File: config.mk
export PLATFORM = sky130hd
export DESIGN_NAME = tcam_classifier
export DESIGN_NICKNAME = d
export VERILOG_FILES = /design/src/rtl/tcam_pkg.sv /design/src/rtl/tcam_slot.sv /design/src/rtl/tcam_first_hit.sv /design/src/rtl/tcam_result_ram.sv /design/src/rtl/tcam_classifier.sv
export SDC_FILE = /design/constraint.sdc
export NUM_CORES = 2
export LEC_CHECK = 0
export ABC_AREA = 1
export BUFFER_PORTS_ARGS = -buffer_cell sky130_fd_sc_hd__buf_2
export CELL_PAD_IN_SITES_DETAIL_PLACEMENT = 0
export CELL_PAD_IN_SITES_GLOBAL_PLACEMENT = 1
export CORE_UTILIZATION = 51
export DETAILED_ROUTE_END_ITERATION = 7
export GPL_TIMING_DRIVEN = 0
export PLACE_DENSITY_LB_ADDON = 0.1
export SLEW_MARGIN = 5
export SYNTH_ARGS = -nofsm -noshare
export SYNTH_HDL_FRONTEND = slang
export SYNTH_SLANG_ARGS = --single-unit
File: constraint.sdc
create_clock -name clk -period 8.6 [get_ports clk]
set_clock_uncertainty 0.2 [all_clocks]
set_input_delay 1.72 -clock clk [delete_from_list [all_inputs] [get_ports clk]]
set_output_delay 1.72 -clock clk [all_outputs]
set_load 0.01 [all_outputs]
File: src/rtl/tcam_pkg.sv
`timescale 1ns/1ps
package tcam_pkg;

    typedef enum logic {
        ST_IDLE = 1'b0,
        ST_RESP = 1'b1
    } rsp_state_e;

endpackage

File: src/rtl/tcam_slot.sv
`timescale 1ns/1ps
module tcam_slot #(
    parameter int KEY_W = 32
) (
    input  logic             clk,
    input  logic             rst_n,
    input  logic             wr_sel,
    input  logic [KEY_W-1:0] wr_value,
    input  logic [KEY_W-1:0] wr_mask,
    input  logic             wr_valid,
    input  logic [KEY_W-1:0] key,
    output logic             match,
    output logic             valid_o
);

    logic [KEY_W-1:0] value_q;
    logic [KEY_W-1:0] mask_q;
    logic             valid_q;
    logic [KEY_W-1:0] diff;

    always_ff @(posedge clk or negedge rst_n) begin
        if (!rst_n) begin
            value_q <= '0;
            mask_q  <= '0;
            valid_q <= 1'b0;
        end else if (wr_sel) begin
            value_q <= wr_value;
            mask_q  <= wr_mask;
            valid_q <= wr_valid;
        end
    end

    always_comb begin
        diff    = (key ^ value_q) & mask_q;
        match   = valid_q && (diff == '0);
        valid_o = valid_q;
    end

    // an unselected slot keeps its contents
    a_r9_slot_hold: assert property (@(posedge clk) disable iff (!rst_n)
        !wr_sel |=> ($stable(value_q) && $stable(mask_q) && $stable(valid_q)));

    // a slot that is not valid reports no match
    a_r2_invalid_quiet: assert property (@(posedge clk) disable iff (!rst_n)
        (wr_sel && !wr_valid) |=> !match);

endmodule

File: src/rtl/tcam_first_hit.sv
`timescale 1ns/1ps
module tcam_first_hit #(
    parameter int N     = 16,
    parameter int IDX_W = $clog2(N)
) (
    input  logic [N-1:0]     vec,
    output logic             hit,
    output logic [IDX_W-1:0] idx
);

    always_comb begin
        hit = 1'b0;
        idx = '0;
        for (int i = N - 1; i >= 0; i--) begin
            if (vec[i]) begin
                hit = 1'b1;
                idx = IDX_W'(i);
            end
        end
    end

    // hit flag agrees with the vector
    always_comb begin
        a_r3_hit_any: assert (hit == (|vec));
    end

endmodule

File: src/rtl/tcam_result_ram.sv
`timescale 1ns/1ps
module tcam_result_ram #(
    parameter int SLOTS = 16,
    parameter int RES_W = 16,
    parameter int IDX_W = $clog2(SLOTS)
) (
    input  logic             clk,
    input  logic             rst_n,
    input  logic             wr_en,
    input  logic [IDX_W-1:0] wr_idx,
    input  logic [RES_W-1:0] wr_data,
    input  logic [IDX_W-1:0] rd_idx,
    output logic [RES_W-1:0] rd_data
);

    logic [RES_W-1:0] mem_q [SLOTS];

    always_ff @(posedge clk or negedge rst_n) begin
        if (!rst_n) begin
            for (int i = 0; i < SLOTS; i++) begin
                mem_q[i] <= '0;
            end
        end else if (wr_en) begin
            mem_q[wr_idx] <= wr_data;
        end
    end

    assign rd_data = mem_q[rd_idx];

endmodule

File: src/rtl/tcam_classifier.sv
`timescale 1ns/1ps
module tcam_classifier
    import tcam_pkg::*;
#(
    parameter int KEY_W = 32,
    parameter int SLOTS = 16,
    parameter int RES_W = 16,
    localparam int IDX_W = (SLOTS > 1) ? $clog2(SLOTS) : 1
) (
    input  logic             clk,
    input  logic             rst_n,
    input  logic             wr_en,
    input  logic [IDX_W-1:0] wr_idx,
    input  logic [KEY_W-1:0] wr_value,
    input  logic [KEY_W-1:0] wr_mask,
    input  logic             wr_valid,
    input  logic [RES_W-1:0] wr_result,
    input  logic             srch_req,
    input  logic [KEY_W-1:0] srch_key,
    output logic             rsp_valid,
    output logic             rsp_hit,
    output logic [IDX_W-1:0] rsp_idx,
    output logic [SLOTS-1:0] rsp_match,
    output logic [RES_W-1:0] rsp_result
);

    rsp_state_e state_q, state_d;

    logic [SLOTS-1:0] match_vec;
    logic [SLOTS-1:0] valid_vec;
    logic             any_hit;
    logic [IDX_W-1:0] first_idx;
    logic [RES_W-1:0] first_res;

    logic             hit_q;
    logic [IDX_W-1:0] idx_q;
    logic [SLOTS-1:0] vec_q;
    logic [RES_W-1:0] res_q;

    // parallel compare array
    for (genvar g = 0; g < SLOTS; g++) begin : g_slot
        logic sel;
        assign sel = wr_en && (wr_idx == IDX_W'(g));
        tcam_slot #(.KEY_W(KEY_W)) u_slot (
            .clk      (clk),
            .rst_n    (rst_n),
            .wr_sel   (sel),
            .wr_value (wr_value),
            .wr_mask  (wr_mask),
            .wr_valid (wr_valid),
            .key      (srch_key),
            .match    (match_vec[g]),
            .valid_o  (valid_vec[g])
        );
    end

    tcam_first_hit #(.N(SLOTS), .IDX_W(IDX_W)) u_first (
        .vec (match_vec),
        .hit (any_hit),
        .idx (first_idx)
    );

    tcam_result_ram #(.SLOTS(SLOTS), .RES_W(RES_W), .IDX_W(IDX_W)) u_res (
        .clk     (clk),
        .rst_n   (rst_n),
        .wr_en   (wr_en),
        .wr_idx  (wr_idx),
        .wr_data (wr_result),
        .rd_idx  (first_idx),
        .rd_data (first_res)
    );

    // next-state logic
    always_comb begin
        state_d = state_q;
        unique case (state_q)
            ST_IDLE: state_d = srch_req ? ST_RESP : ST_IDLE;
            ST_RESP: state_d = srch_req ? ST_RESP : ST_IDLE;
            default: state_d = ST_IDLE;
        endcase
    end

    // state register
    always_ff @(posedge clk or negedge rst_n) begin
        if (!rst_n) begin
            state_q <= ST_IDLE;
        end else begin
            state_q <= state_d;
        end
    end

    // answer capture
    always_ff @(posedge clk or negedge rst_n) begin
        if (!rst_n) begin
            hit_q <= 1'b0;
            idx_q <= '0;
            vec_q <= '0;
            res_q <= '0;
        end else if (srch_req) begin
            hit_q <= any_hit;
            idx_q <= any_hit ? first_idx : '0;
            vec_q <= match_vec;
            res_q <= any_hit ? first_res : '0;
        end
    end

    // outputs
    always_comb begin
        rsp_valid  = (state_q == ST_RESP);
        rsp_hit    = hit_q;
        rsp_idx    = idx_q;
        rsp_match  = vec_q;
        rsp_result = res_q;
    end

    logic [SLOTS-1:0] below_mask;
    always_comb begin
        below_mask = (SLOTS'(1) << rsp_idx) - SLOTS'(1);
    end

    a_r6_rsp_follows_req: assert property (@(posedge clk) disable iff (!rst_n)
        srch_req |=> rsp_valid);

    a_r6_no_spurious_rsp: assert property (@(posedge clk) disable iff (!rst_n)
        !srch_req |=> !rsp_valid);

    a_r3_lowest_index: assert property (@(posedge clk) disable iff (!rst_n)
        (rsp_valid && rsp_hit) |-> (rsp_match[rsp_idx] && ((rsp_match & below_mask) == '0)));

    a_r8_miss_zero: assert property (@(posedge clk) disable iff (!rst_n)
        (rsp_valid && !rsp_hit) |-> (rsp_idx == '0 && rsp_result == '0 && rsp_match == '0));

    a_r2_only_valid_match: assert property (@(posedge clk) disable iff (!rst_n)
        srch_req |=> ((rsp_match & ~$past(valid_vec)) == '0));

endmodule

After elaboration in Yosys (flattened, before gate mapping)

Cells that the tools add are included.

Bits in registers: 1334
Bits of input ports: 121

Mux-type cells: 41
Reductions and logical operators: 50
Bitwise operators: 34
Equality and inequality tests: 15
Magnitude comparators: 3

Operators with widths:

| kind                 | number |
|---|---|
| $and A32 B32 Y32     | 16 |
| $logic_not A32 Y1    | 16 |
| $xor A32 B32 Y32     | 16 |
| $bwmux W256          | 1 |
| $mux W4              | 17 |
| $bmux W16 S4         | 1 |
| $demux W16 S4        | 1 |
| $mux W16             | 4 |
| $logic_and A1 B1 Y1  | 33 |
| $eq A4 B4 Y1 const B | 8 |
| $mux W1              | 17 |
| $eq A4 B3 Y1 const B | 4 |
| $ge A5 B5 Y1 const B | 2 |
| $not A4 Y5           | 2 |
| $eq A4 B2 Y1 const B | 2 |
| $lt A5 B1 Y1 const B | 1 |
| $eq A4 B1 Y1 const B | 1 |
| $logic_not A4 Y1     | 1 |

Longest topological paths before layout

Depth in word-level cells: 25
Depth in mapped cells: 34

Modules after synthesis

Synthesis repeated with hierarchy kept, for this count alone.

Cells, all modules: 7126
Area, all modules: 65395.2 µm²

Modules (own cells, without submodules):

| module          | instances | cells each | sequential area each (µm²) | area each (µm²) |
|---|---|---|---|---|
| tcam_slot       | 16        | 327        | 1626.6                     | 3198.1 |
| tcam_result_ram | 1         | 1652       | 6406.1                     | 12394.4 |
| tcam_classifier | 1         | 193        | 950.9                      | 1622.8 |
| tcam_first_hit  | 1         | 49         | 0.0                        | 209.0 |

Least setup slack after synthesis

Ideal clock, no wire load.

Path kind: input port to flip-flop
Start point: input srch_key[13]
End point: register res_q[13], in the netlist rsp_result[13]
Stages on the path: 30
Setup time: 117 ps
Setup slack: 4383 ps
Arrival time: 3899 ps
Data required time: 8283 ps
Buffers on the path: 3
Cell sequence: buf_2 -> or2_1 -> nand3_2 -> nand2_1 -> nor2_1 -> nand2_1 -> nor2_1 -> nand3_1 -> nand2_1 -> nand2_1 -> nand2_1 -> nand2_1 -> nand2_1 -> nand2_1 -> nand2_1 -> nand2_1 -> nand2_1 -> nand2_1 -> nand2_1 -> nand2_1 -> nand2_2 -> nand2_4 -> buf_6 -> buf_2 -> nand3_1 -> nand3_1 -> nand3_1 -> nand3_1 -> nand3_1 -> nand2_1

Cells in the longest elaborated chain, start to end: 25
Elaborated cells on any way between the ends: 101
Classes of those cells: mux (36); bitwise (33); reduce/logical (32)

RTL lines:

| element                                     | line                   | source |
|---|---|---|
| start, declared                             | tcam_classifier.sv:19  | `input logic [KEY_W-1:0] srch_key,` |
| $xor A32 B32 Y32                            | tcam_slot.sv:34        | `diff = (key ^ value_q) & mask_q;` |
| $and A32 B32 Y32                            | tcam_slot.sv:34        |  |
| $logic_not A32 Y1                           | tcam_slot.sv:35        | `match = valid_q && (diff == '0);` |
| $logic_and A1 B1 Y1                         | tcam_slot.sv:35        |  |
| $mux W4 (16 in a row)                       | tcam_first_hit.sv:15   | `if (vec[i]) begin` |
| $not A4 Y5 (implied by the code)            | tcam_result_ram.sv:28  | `assign rd_data = mem_q[rd_idx];` |
| $bmux W16 S4                                | tcam_result_ram.sv:28  |  |
| $mux W16 (implied by the code) (2 in a row) | tcam_result_ram.sv:28  |  |
| $mux W16 *                                  | tcam_classifier.sv:103 | `res_q <= any_hit ? first_res : '0;` |
| end signal, assigned                        | tcam_classifier.sv:103 |  |
| end, declared                               | tcam_classifier.sv:38  | `logic [RES_W-1:0] res_q;` |

Every way passes the cells marked *; elsewhere a longest branch is shown, timed or not. The select of a mux whose other input is x is not followed.
A chain may end at the register's enable or synchronous reset.

Final worst setup path

Start point: input srch_key[28]
End point: register res_q[0], in the netlist rsp_result[0]

The elaborated chain is that of the path after synthesis.

==> out/results.txt <==
worst skew pair latency = 800 ps
clock sink count = 1334
setup TNS = 0 ps
Worst Setup Path Type = in2reg
Post-synth EDFFs = 0
Initial DRT Pass Iterations = 8
Hold Vio Cnt, Final = 0
TritonCTS clock tree = done
Crit Path Max Fanout = 10
status = finished, violations left
Slew HR = -6.79%
DP Cell Count = 9656
area of the multi-input gates = 25800 um^2
vias = 60715
root buf cell = clkbuf_16
period utilization = 66.9%
slowest stage delay, CP = 610 ps
violated checks = capacitance limit, slew limit
Pwr Density = 270 nW/um^2
Synth async-reset ratio = 100%
share of the yosys chip area belonging to registers = 53.0%
RSZ-0062 raised after global routing = no
post-CTS setup buffers = 0
fraction of layout cells with a size suffix above 1 = 7.90%
synthesis-stage register bit count = 1334
CTS hold repair buffers = 0
maximum VDD drop = 0.000234 V
mapped cell area = 63000 um^2
Post-DRT Antenna Nets = 0
post-synthesis cell count = 7875
vias in the first global route = 56180
pin count of the biggest net entering global routing = 163
1st-iter DRT viols = 8496
Max Cap Viol = 5
clock-pin slew on the worst setup and hold paths = 60 ps
WL/cell = 28.4 um
Synth Area per Inst = 8.00 um^2
synthesis-to-finish area growth = 13.1%
worst slew pin tran = 1600 ps
Die Height = 353 um
IO Count = 159
H-Tree Depth = 4
most used cell, CP = nand2_1
Critical-path top delay cell = nand4_1
grt ovf = 0
Starting Density = 51.5%
GRT Overall Usage = 45.0%
Finish-stage setup viols = 0
Min-Delay Path Class = reg2reg
Crit. End Element = register
fin crit period = 5760 ps
Num CTS Buffers = 150
initial antenna violation count = 31
Fill cells = 11608
Routed WL = 283 mm
vias per inst = 6.10
yosys warns = 0
Layout Nets = 8304
DR DRC count = 0
Core Region = 122000 um^2
CTS Buffer Depth = 3
kind of cell adding the most delay to the critical path = simple AND/OR/NAND/NOR gates
first-pass GRT wire length = 402 mm
die width = 353 um
top_reg_cell synth = dfrtp_1
Final HPWL DP = 203 mm
final std cells w/o fill = 9959
Setup crit start kind = input port
Lkg Pwr = 34.8 nW
routability cong. = 1.02
Critical Path AT = 6230 ps
# resized after CTS = 0
Die ar. = 125000 um^2
port bufs = 147
Yosys cell types = 41
Core Rows = 128
fmax = 174 MHz
worst endpoint required time = 9080 ps
Final Max Tran Viols = 44
FF+latch area = 33400 um^2
worst path bufs/invs = 4
Post-Syn Nets = 7996
==> placed cells by master, fill, tap and decap left out, drive strengths merged, types with 2 or more instances in the layout <==
cell	n
nor3b	12
bufinv	9
dfrtp	1334
and3	2
clkinvlp	8
buf	294
nand4	188
o21a	25
xor2	126
nand2	2520
nor3	53
inv	378
a31oi	2
a2111oi	5
nand3	613
clkbuf	588
o21ai	1337
nand3b	14
nor2	524
diode	30
or2	116
nor4b	3
o2111ai	11
a21oi	39
clkinv	32
nor4	65
==> metrics by stage <==
step                      power [mW]  area [um^2]  hold WS [ps]  util, %  setup slack [ps]
final                           19.3        71200           278     58.3              2840
after global routing            20.0        71100           294     58.2              2670
after CTS                       19.1        71100           277     58.2              3080
after detailed placement        12.5        66100           261     54.1              2270
after global placement          12.4        65800           259     53.8            -24020
after floorplan                 10.9        63000           246        -              4380
==> synthesized netlist by cell type (5+ instances only) <==
cell       number  share of area [%]
nand2_1      2513                 15
o21ai_0      1335                 11
dfrtp_1      1334                 53
nand3_1       607                4.8
nor2_1        522                3.1
clkbuf_1      370                2.2
inv_1         368                2.2
nand4_1       188                1.9
xor2_1        126                1.8
nor4_1         65               0.65
or2_2          63               0.63
nor3_1         53               0.42
buf_2          50               0.40
buf_4          50               0.60
or2_1          39               0.39
a21oi_1        38               0.30
buf_6          37               0.66
o21a_1         25               0.30
nand3b_1       14               0.17
or2_0          14               0.14
nor3b_1        12               0.14
o2111ai_1      11               0.15
nand3_2         6              0.095
a2111oi_0       5              0.070
==> power by group <==
group	total (mW)	switching, mW	internal, mW	leakage (nW)
Combinational	4.15	2.75	1.40	15.4
Clock	6.70	2.80	3.90	2.50
Sequential	8.41	0.865	7.54	17.0
Total	19.3	6.41	12.8	34.8
==> layout make-up <==
cell class	instances	area share (%)
clock buffers	218	6.30
multi-input cells	5661	36.2
well taps	1625	2.86
clock inverters	55	0.821
flip-flops and latches	1334	46.9
repair buffers	156	1.40
inverters	372	1.96
plain buffers	508	3.48
diodes	30	0.105
==> metal layers <==
metal / routed length, um / vias to the layer above / global-route usage, % / part of all wire, %
li1: - / 26391 / - / -
met1: 109000 / 29933 / 59.1 / 38
met2: 122000 / 3538 / 66.3 / 43
met3: 29100 / 841 / 10.1 / 10
met4: 23100 / 12 / 31.8 / 8.2
met5: 70 / - / 0 / 0.025
==> path summary, 6_finish.rpt <==
path	to	cells after the start	from	slack [ps]
worst max-delay path	rsp_result[0]	27	srch_key[28]	2840
worst min-delay path	rsp_result[4]	2	rsp_result[4]	280
worst max register to register	rsp_result[6]	18	g_slot[14].u_slot.value_q[15]	3650
worst min register to register	rsp_result[4]	2	rsp_result[4]	280
max in group asynchronous	g_slot[3].u_slot.value_q[10]	4	rst_n	5200
min in group asynchronous	g_slot[15].u_slot.mask_q[6]	1	rst_n	750
==> worst reg2reg max path: cells and delay by family, from the launching register on <==
kind                   cells  cell delay, ps
buffers and inverters      1             360
DFF                        1             400
and+or+nand+nor           17            3880
==> logic make-up (layout without fill, tap and decap cells) <==
kind of cell	count (synthesis)	count (layout)	share of synthesized area, %
xor gates and xnor gates	126	126	1.75
DFF	1334	1334	53.0
other	0	30	0
buffers and inverters	880	1309	6.08
AOI/OAI and AO/OA	1423	1423	11.5
and+or+nand+nor	4112	4112	27.6
==> sequential cells by signal, indices dropped and copies added (netlist names) <==
| name | count |
|---|---|
| rsp_valid | 1 |
| u_res.mem_q | 256 |
| g_slot.u_slot.value_q | 512 |
| rsp_match | 16 |
| rsp_idx | 4 |
| g_slot.u_slot.mask_q | 512 |
| rsp_hit | 1 |
| rsp_result | 16 |
| g_slot.u_slot.valid_o | 16 |
(Power assumes the default switching activity.)
